`config.mk`:
```
export PLATFORM = sky130hd
export DESIGN_NAME = region_filter_table
export DESIGN_NICKNAME = d
export VERILOG_FILES = /design/src/rtl/rft_pkg.sv /design/src/rtl/rft_age.sv /design/src/rtl/rft_set.sv /design/src/rtl/rft_sweep.sv /design/src/rtl/region_filter_table.sv
export SDC_FILE = /design/constraint.sdc
export NUM_CORES = 2
export LEC_CHECK = 0
export ABC_AREA = 1
export BUFFER_PORTS_ARGS = -buffer_cell sky130_fd_sc_hd__buf_2
export CAP_MARGIN = 10
export CORE_MARGIN = 8
export CORE_UTILIZATION = 50
export DETAILED_ROUTE_END_ITERATION = 7
export PLACE_DENSITY = 0.66
export SLEW_MARGIN = 20
export SYNTH_ARGS = -nofsm -noshare
export SYNTH_HDL_FRONTEND = slang
export SYNTH_SLANG_ARGS = --single-unit
```
`constraint.sdc`:
```
create_clock -name clk -period 3.4 [get_ports clk]
set_input_delay 0.34 -clock clk [delete_from_list [all_inputs] [get_ports clk]]
set_output_delay 0.34 -clock clk [all_outputs]
set_load 0.05 [all_outputs]
```
`src/rtl/rft_pkg.sv`:
```
package rft_pkg;
    typedef enum logic [0:0] {
        SWEEP = 1'b0,
        READY = 1'b1
    } rft_state_t;
endpackage

```
`src/rtl/rft_age.sv`:
```
module rft_age #(
    parameter int WAYS  = 4,
    parameter int WAY_W = 2
) (
    input  logic             clk,
    input  logic             clear,
    input  logic             touch,
    input  logic [WAY_W-1:0] touch_way,
    output logic [WAY_W-1:0] lru_way
);
    logic [WAY_W-1:0] age_q [WAYS];
    localparam logic [WAY_W-1:0] OLDEST = WAY_W'(WAYS - 1);

    always_ff @(posedge clk) begin
        for (int w = 0; w < WAYS; w++) begin
            if (clear) begin
                age_q[w] <= WAY_W'(w);
            end else if (touch) begin
                if (WAY_W'(w) == touch_way)
                    age_q[w] <= '0;
                else if (age_q[w] < age_q[touch_way])
                    age_q[w] <= age_q[w] + 1'b1;
            end
        end
    end

    always_comb begin
        lru_way = '0;
        for (int w = WAYS - 1; w >= 0; w--) begin
            if (age_q[w] == OLDEST) lru_way = WAY_W'(w);
        end
    end
endmodule

```
`src/rtl/rft_set.sv`:
```
module rft_set #(
    parameter int TAG_W = 14,
    parameter int WAYS  = 4,
    parameter int WAY_W = 2
) (
    input  logic             clk,
    input  logic             clear,
    input  logic [TAG_W-1:0] probe_tag,
    output logic             probe_match,
    input  logic             alloc_en,
    input  logic [TAG_W-1:0] alloc_tag,
    input  logic             inv_en,
    input  logic [TAG_W-1:0] inv_tag
);
    logic [TAG_W-1:0] tag_q [WAYS];
    logic [WAYS-1:0]  vld_q;

    logic [WAYS-1:0]  probe_vec, alloc_vec, inv_vec;
    logic [WAY_W-1:0] present_way, free_way, lru_way, target_way;
    logic             present, any_free;

    generate
        for (genvar w = 0; w < WAYS; w++) begin : g_cmp
            assign probe_vec[w] = vld_q[w] && (tag_q[w] == probe_tag);
            assign alloc_vec[w] = vld_q[w] && (tag_q[w] == alloc_tag);
            assign inv_vec[w]   = vld_q[w] && (tag_q[w] == inv_tag);
        end
    endgenerate

    assign probe_match = |probe_vec;
    assign present     = |alloc_vec;
    assign any_free    = ~&vld_q;

    always_comb begin
        present_way = '0;
        free_way    = '0;
        for (int w = WAYS - 1; w >= 0; w--) begin
            if (alloc_vec[w]) present_way = WAY_W'(w);
            if (!vld_q[w])    free_way    = WAY_W'(w);
        end
        if (present)       target_way = present_way;
        else if (any_free) target_way = free_way;
        else               target_way = lru_way;
    end

    rft_age #(.WAYS(WAYS), .WAY_W(WAY_W)) u_age (
        .clk       (clk),
        .clear     (clear),
        .touch     (alloc_en),
        .touch_way (target_way),
        .lru_way   (lru_way)
    );

    always_ff @(posedge clk) begin
        if (clear) begin
            vld_q <= '0;
        end else begin
            for (int w = 0; w < WAYS; w++) begin
                if (inv_en && inv_vec[w]) vld_q[w] <= 1'b0;
            end
            if (alloc_en && !present) begin
                tag_q[target_way] <= alloc_tag;
                vld_q[target_way] <= 1'b1;
            end
        end
    end
endmodule

```
`src/rtl/rft_sweep.sv`:
```
module rft_sweep
    import rft_pkg::*;
#(
    parameter int SETS  = 16,
    parameter int IDX_W = 4
) (
    input  logic             clk,
    input  logic             rst_n,
    output logic             clear_en,
    output logic [IDX_W-1:0] clear_idx,
    output logic             ready
);
    localparam logic [IDX_W-1:0] LAST = IDX_W'(SETS - 1);

    rft_state_t       state_q, state_d;
    logic [IDX_W-1:0] cnt_q;

    always_comb begin
        state_d = state_q;
        unique case (state_q)
            SWEEP: if (cnt_q == LAST) state_d = READY;
            READY: state_d = READY;
        endcase
    end

    always_ff @(posedge clk) begin
        if (!rst_n) begin
            state_q <= SWEEP;
            cnt_q   <= '0;
        end else begin
            state_q <= state_d;
            if (state_q == SWEEP) cnt_q <= cnt_q + 1'b1;
        end
    end

    always_comb begin
        clear_en  = 1'b0;
        ready     = 1'b0;
        clear_idx = cnt_q;
        unique case (state_q)
            SWEEP: clear_en = 1'b1;
            READY: ready    = 1'b1;
        endcase
    end
endmodule

```
`src/rtl/region_filter_table.sv`:
```
module region_filter_table #(
    parameter int ADDR_W      = 32,
    parameter int REGION_LOG2 = 14,
    parameter int SETS        = 16,
    parameter int WAYS        = 4
) (
    input  logic              clk,
    input  logic              rst_n,
    input  logic [ADDR_W-1:0] probe_addr,
    output logic              probe_hit,
    input  logic              alloc_valid,
    input  logic [ADDR_W-1:0] alloc_addr,
    input  logic              snoop_valid,
    input  logic [ADDR_W-1:0] snoop_addr,
    output logic              table_ready
);
    localparam int REG_W = ADDR_W - REGION_LOG2;
    localparam int IDX_W = $clog2(SETS);
    localparam int TAG_W = REG_W - IDX_W;
    localparam int WAY_W = $clog2(WAYS);

    logic [REG_W-1:0] probe_reg, alloc_reg, snoop_reg;
    logic [IDX_W-1:0] probe_idx, alloc_idx, snoop_idx, clear_idx;
    logic [TAG_W-1:0] probe_tag, alloc_tag, snoop_tag;
    logic             clear_en, ready, collide;
    logic [SETS-1:0]  set_match;

    assign probe_reg = probe_addr[ADDR_W-1:REGION_LOG2];
    assign alloc_reg = alloc_addr[ADDR_W-1:REGION_LOG2];
    assign snoop_reg = snoop_addr[ADDR_W-1:REGION_LOG2];

    assign probe_idx = probe_reg[IDX_W-1:0];
    assign alloc_idx = alloc_reg[IDX_W-1:0];
    assign snoop_idx = snoop_reg[IDX_W-1:0];
    assign probe_tag = probe_reg[REG_W-1:IDX_W];
    assign alloc_tag = alloc_reg[REG_W-1:IDX_W];
    assign snoop_tag = snoop_reg[REG_W-1:IDX_W];

    assign collide = snoop_valid && (snoop_reg == alloc_reg);

    rft_sweep #(.SETS(SETS), .IDX_W(IDX_W)) u_sweep (
        .clk       (clk),
        .rst_n     (rst_n),
        .clear_en  (clear_en),
        .clear_idx (clear_idx),
        .ready     (ready)
    );

    generate
        for (genvar s = 0; s < SETS; s++) begin : g_set
            logic sel_clear, sel_alloc, sel_inv;
            assign sel_clear = clear_en && (clear_idx == IDX_W'(s));
            assign sel_alloc = ready && alloc_valid && !collide
                               && (alloc_idx == IDX_W'(s));
            assign sel_inv   = ready && snoop_valid && (snoop_idx == IDX_W'(s));

            rft_set #(.TAG_W(TAG_W), .WAYS(WAYS), .WAY_W(WAY_W)) u_set (
                .clk         (clk),
                .clear       (sel_clear),
                .probe_tag   (probe_tag),
                .probe_match (set_match[s]),
                .alloc_en    (sel_alloc),
                .alloc_tag   (alloc_tag),
                .inv_en      (sel_inv),
                .inv_tag     (snoop_tag)
            );
        end
    endgenerate

    assign probe_hit   = ready && set_match[probe_idx];
    assign table_ready = ready;
endmodule

```
# After elaboration in Yosys (flattened, before gate mapping)
# Memory sizes are Yosys's and may differ from the RTL's.
# Cells that the tools add are included.
# classes
add_sub_neg,65
order_cmp,97
n_eq_ne,350
mux,1190
n_bitwise,145
reduce_logical,425
# op_table
op,n
14-bit equality test,192
1-bit 2-to-1 mux,804
2-bit 2-to-1 mux,352
1-bit logical AND,341
"2-bit by 1-bit adder with 2-bit output, second input constant",64
"2-bit equality test, second input constant",64
2-bit < comparator,64
1-bit OR,128
4-bit OR reduction,32
"4-bit equality test, second input constant",24
"2-bit equality test, first input constant",32
4-bit 2-to-1 mux,16
4-bit OR,16
4-bit AND reduction,16
"4-bit by 3-bit equality test with 1-bit output, second input constant",12
"2-bit by 3-bit < comparator with 1-bit output, second input constant",16
1-bit demux with 2-bit select,16
"1-bit by 2-bit equality test with 1-bit output, first input constant",16
"2-bit by 1-bit >= comparator with 1-bit output, second input constant",16
2-bit zero test,16
"4-bit by 2-bit equality test with 1-bit output, second input constant",6
18-bit equality test,1
1-bit zero test,17
"4-bit by 1-bit equality test with 1-bit output, second input constant",3
other kinds (6),8
# word_totals
register_bits,69
ramBits,1024
out_inout_bits,2
word_cells,2322
memories,32
# mem_list
memory,words,word_bits,rd,rd_ports_with_merged_regs,write_ports,line,text
g_set[0].u_set.tag_q,4,14,4,0,1,rft_set.sv:15,logic [TAG_W-1:0] tag_q [WAYS];
g_set[10].u_set.tag_q,4,14,4,0,1,rft_set.sv:15,
g_set[11].u_set.tag_q,4,14,4,0,1,rft_set.sv:15,
g_set[12].u_set.tag_q,4,14,4,0,1,rft_set.sv:15,
g_set[13].u_set.tag_q,4,14,4,0,1,rft_set.sv:15,
g_set[14].u_set.tag_q,4,14,4,0,1,rft_set.sv:15,
+26 memories,-,-,-,-,-,-,

# Logic depth before layout (Yosys ltp)
# An unclocked memory read counts as a cell.
# depth
depth_word,15
mapped_depth,24
depth_no_buf,21

# By module
# A second synthesis with hierarchy kept.
# hier_totals
cells_unflattened,12799
area_unflattened_um2,87645.3
# by_module_without_submodules
module,instances,cells_each,area_per_inst_um2,seq_area_each_um2
rft_set at g_set[11].u_set ...,14,690,4682.0,1761.7
rft_age at g_set[0].u_set.u_age ...,9,92,704.4,240.2
rft_age at g_set[3].u_set.u_age ...,7,92,710.7,240.2
rft_set at g_set[0].u_set,1,716,4837.1,1761.7
rft_set at g_set[10].u_set,1,699,4827.1,1761.7
region_filter_table,1,226,917.1,0.0
rft_sweep,1,26,201.4,100.1

# Least setup slack after synthesis
# Ideal clock, no wire load.
# synth_timing
path_type,input port to flip-flop
start,input alloc_addr[25]
end,"memory g_set[7].u_set.tag_q[2][0], enable pin"
t_arrival_ps,2749
required_time_ps,2997
path_slack_ps,249
stages,17
n_path_buf,2
path_cell_list,buf_4 -> inv_2 -> buf_4 -> nand2_1 -> o21ai_1 -> nor2_1 -> nand2_1 -> nor2_1 -> nand2_1 -> nand2_1 -> nor2_2 -> nand2_2 -> nand2_2 -> inv_1 -> nor2_1 -> nand2_1 -> nor3_1
# synth_between
elab_chain_cells,9
elab_cells_between_ends,24
classes_between,5 x eq/ne; 8 x mux; 11 x reduce/logical
# synth_rtl
element,line,text
from (decl),region_filter_table.sv:12,"input logic [ADDR_W-1:0] alloc_addr,"
18-bit equality test,region_filter_table.sv:39,assign collide = snoop_valid && (snoop_reg == alloc_reg);
1-bit logical AND,region_filter_table.sv:39,
1-bit zero test,region_filter_table.sv:53,assign sel_alloc = ready && alloc_valid && !collide
1-bit logical AND,region_filter_table.sv:53,
1-bit logical AND,region_filter_table.sv:54,&& (alloc_idx == IDX_W'(s));
1-bit logical AND,rft_set.sv:61,if (alloc_en && !present) begin
1-bit 2-to-1 mux,rft_set.sv:61,
1-bit 2-to-1 mux,rft_set.sv:55,if (clear) begin
1-bit 2-to-1 mux (implied by the code),rft_set.sv:62,tag_q[target_way] <= alloc_tag;
to (decl),rft_set.sv:15,
# Several ways; a longest one is shown, not always the timed one.

==> results.md <==
- Hold Path Origin: alloc_addr[20]
- Leakage: 40.8 nW
- Critical Path Fanout Max: 2
- H-Tree Depth: 4
- Net switching power: 10.8 mW
- Synth Flop Type: edfxtp_1
- Inst Count DP: 13,438
- Internal power: 25.7 mW
- Clk slew on worst S/H paths: 0.06 ns
- GRT Residual Overflow: 0
- Status: complete, but fails checks
- Max cap viols: 0
- CP dominant cell by count: nand3_1
- WP data arrival: 3.03 ns
- # setup viols final: 0
- Sequential power share: 40.9%
- Worst Hold Class: primary input to flop
- Synth top area share: 37.6%
- Via count: 86,596
- Drt via density: 6.29
- DRC violations left: 1
- Fin cells: 13,766
- CP top delay family: simple AND/OR/NAND/NOR gates
- Layout cell share with drive strength beyond 1: 9.78%
- Most frequent cells in the layout: nand2_1 (3,266), nor2_1 (1,317), inv_1 (1,141)
- Global-route wire length before repair: 554 mm
- 1st-iter DRT viols: 13,327
- Num rows: 148
- Placed Area: 89,200 um2
- Combinational fraction of design power: 16.7%
- Die X: 420 um
- Slew headroom: 23.7%
- Root Driver: clkbuf_16
- Hold Path Sink: g_set[7].u_set.tag_q[0][2]
- Fillers: 14,862
- RR Startpoint: g_set[6].u_set.u_age.age_q[0][0]
- All-Layer GR Usage: 42.6%
- Critical R2R Capture: g_set[6].u_set.tag_q[2][5]
- Worst path max stage delay: 0.43 ns
- ANT nets after route: 0
- CP Data Required Time: 3.06 ns
- DR WL/cell: 28.4 um
- FMAX: 297 MHz
- Sequential fraction of the synthesis area: 39.3%
- Switching share of power: 29.6%
- WP buf/inv: 2
- Yosys cell types: 64
- CP startpoint kind: flop
- Syn. warnings: 0
- Initial antenna violation count: 17
- Vias in the first global route: 80,475
- Post-route cell area: 94,600 um2
- Worst Setup SP: g_set[6].u_set.tag_q[1][13]
- Post-DP HPWL: 254 mm
- Syn Nets: 11,287
- Hold Vio Cnt, Final: 0
- FFs w/ async S/R, synth: 0%
- Final period utilization: 99.0%
- Netlist Area Pre-Place: 81,800 um2
- Commonest non-fill, non-tap cell in the layout: nand2_1
- Violations in the final reports: DRC
- Yosys top cell by area: edfxtp_1
- Cells after synthesis: 11,119
- Post-Route WL: 392 mm
- Power Total: 36.5 mW
- Clk_skew: 0.0318 ns
- TritonCTS Buffers: 134
- DRT Pass-1 Iters: 8
- Pwr/cell area: 386 nW/um2
- Hold Slack: 0.0430 ns
- Port bufs: 59
- Clock Sink Count: 1,093
- Worst Setup End Kind: output pin
- FF-to-FF path depth: 10
- Clk_lat worst skew: 0.82 ns
- RSZ-0062 raised after global routing: true
- Worst Hold Depth: 2
- R2R Setup Slk: 0.47 ns
- Worst slew pin tran: 1.14 ns
- FF+latch count, synth: 1,093
- Crit-path cells: or2_2 > a221oi_1 > nand4_1 > nand3_2 > nand3_1 > nand3_1 > nand3_1 > a21oi_2 > buf_6 > buf_12
- Area delta synth->final: 15.6%
- WS Path Type: flop to output pin
- Die H: 420 um
- Minimum clock period: 3.37 ns
- Largest net degree at the start of global routing: 69
- Number of flops mapped to enable cells by yosys: 1,024
- Die footprint: 177,000 um2
- Top cells by area, synth: edfxtp_1 (38%), nand2_1 (15%), xnor2_1 (6.7%)
- Slowest cell on crit path: edfxtp_1
- Bufs on Longest Clock Path: 3
- Clk pwr share: 42.4%
- CTS tree: done
- Peak VDD IR: 559 uV
- GP Congestion: 1.05
- NumNets Final: 11,634
- Initial Utilization: 50.3%
- Synthesized area per cell: 7.36 um2
- Fin. max-slew vios: 0
- Core Area: 163,000 um2
- Total I/O pin count: 102
==> cells in the mapped netlist (all sizes together) (14+ instances only) <==
| master | n |
|---|---|
| a211oi | 14 |
| a21oi | 187 |
| a221oi | 47 |
| buf | 290 |
| clkbuf | 180 |
| dfxtp | 69 |
| edfxtp | 1024 |
| ha | 68 |
| inv | 1223 |
| nand2 | 3327 |
| nand3 | 721 |
| nand3b | 23 |
| nand4 | 248 |
| nor2 | 1341 |
| nor3 | 143 |
| nor4 | 139 |
| o2111ai | 43 |
| o211ai | 36 |
| o21ai | 368 |
| o22ai | 394 |
| o32ai | 14 |
| or2 | 20 |
| xnor2 | 628 |
| xor2 | 488 |
==> kinds of logic (layout without fill, tap and decap cells) <==
logic type / count (synthesis) / count (layout) / share of synthesized area (%)
other: 0 / 14 / 0
buffers and inverters: 1706 / 2164 / 8.59
xor gates and xnor gates: 1116 / 1116 / 12.0
adders and majority gates: 68 / 68 / 1.04
DFF: 1093 / 1093 / 39.3
AOI/OAI and AO/OA: 1155 / 1155 / 8.57
and+or+nand+nor: 5981 / 5981 / 30.6
==> timing repair <==
action | 4_1_cts | 5_1_grt
endpoints found under the setup margin | 1 | 1
hold endpoints to repair | 10 | 0
hold buffers | 5 | 0
pin swaps | 2 | 23
gates resized for setup | 16 | 36
buffers inserted | 14 | 48
==> flip-flops by register name (all words and copies together), names as in the netlist <==
| register | count |
|---|---|
| g_set.u_set.tag_q | 896 |
| g_set.u_set.u_age.age_q | 128 |
| g_set.u_set.vld_q | 64 |
| u_sweep.clear_idx | 4 |
| u_sweep.state_q | 1 |
==> routing by layer <==
metal / up-vias / GRT usage, % / routed length, um
li1: 37371 / - / -
met1: 39794 / 53.8 / 137000
met2: 7294 / 62.1 / 158000
met3: 2133 / 12.7 / 59000
met4: 4 / 30.6 / 37400
met5: - / 0.219 / 67
==> power by group through the flow <==
stage          sequential (mW)  clock, mW  combinational, mW
5_1_grt                   14.9       15.9               6.17
2_1_floorplan             15.1          0               2.88
6_report                  14.9       15.5               6.08
3_5_place_dp              15.2          0               5.69
4_1_cts                   14.9       15.5               5.73
3_3_place_gp              15.2          0               5.64
==> area by class of cell <==
class	count	area, um2	area share (%)
inverter	1236	4690	4.96
timing repair buffer	681	7480	7.92
multi-input combinational	8320	42800	45.3
clock inverter	72	978	1.03
clock buffer	175	3670	3.88
sequential	1093	32100	34.0
tap	2175	2720	2.88
antenna	14	35.0	0.0371
==> per-stage QoR <==
| stage | setup WS [ns] | TNS (ns) | utilization [%] |
|---|---|---|---|
| 6_report | 0.0336 | 0 | 58.2 |
| 5_1_grt | -0.0487 | -0.0487 | 58.1 |
| 4_1_cts | 0.000392 | 0 | 57.8 |
| 3_5_place_dp | -0.0402 | -1.03 | 54.8 |
| 3_3_place_gp | -0.0253 | -0.465 | 54.8 |
| 2_1_floorplan | 0.249 | 0 | - |
==> worst max path at each step <==
stage / endpoint / cells after the start
after global routing: probe_hit / 15
after floorplan: g_set[7].u_set.tag_q[2][0] / 17
after detailed placement: g_set[5].u_set.tag_q[2][2] / 15
after global placement: g_set[9].u_set.tag_q[2][5] / 16
final: probe_hit / 10
after CTS: probe_hit / 15
(Power assumes the default switching activity.)
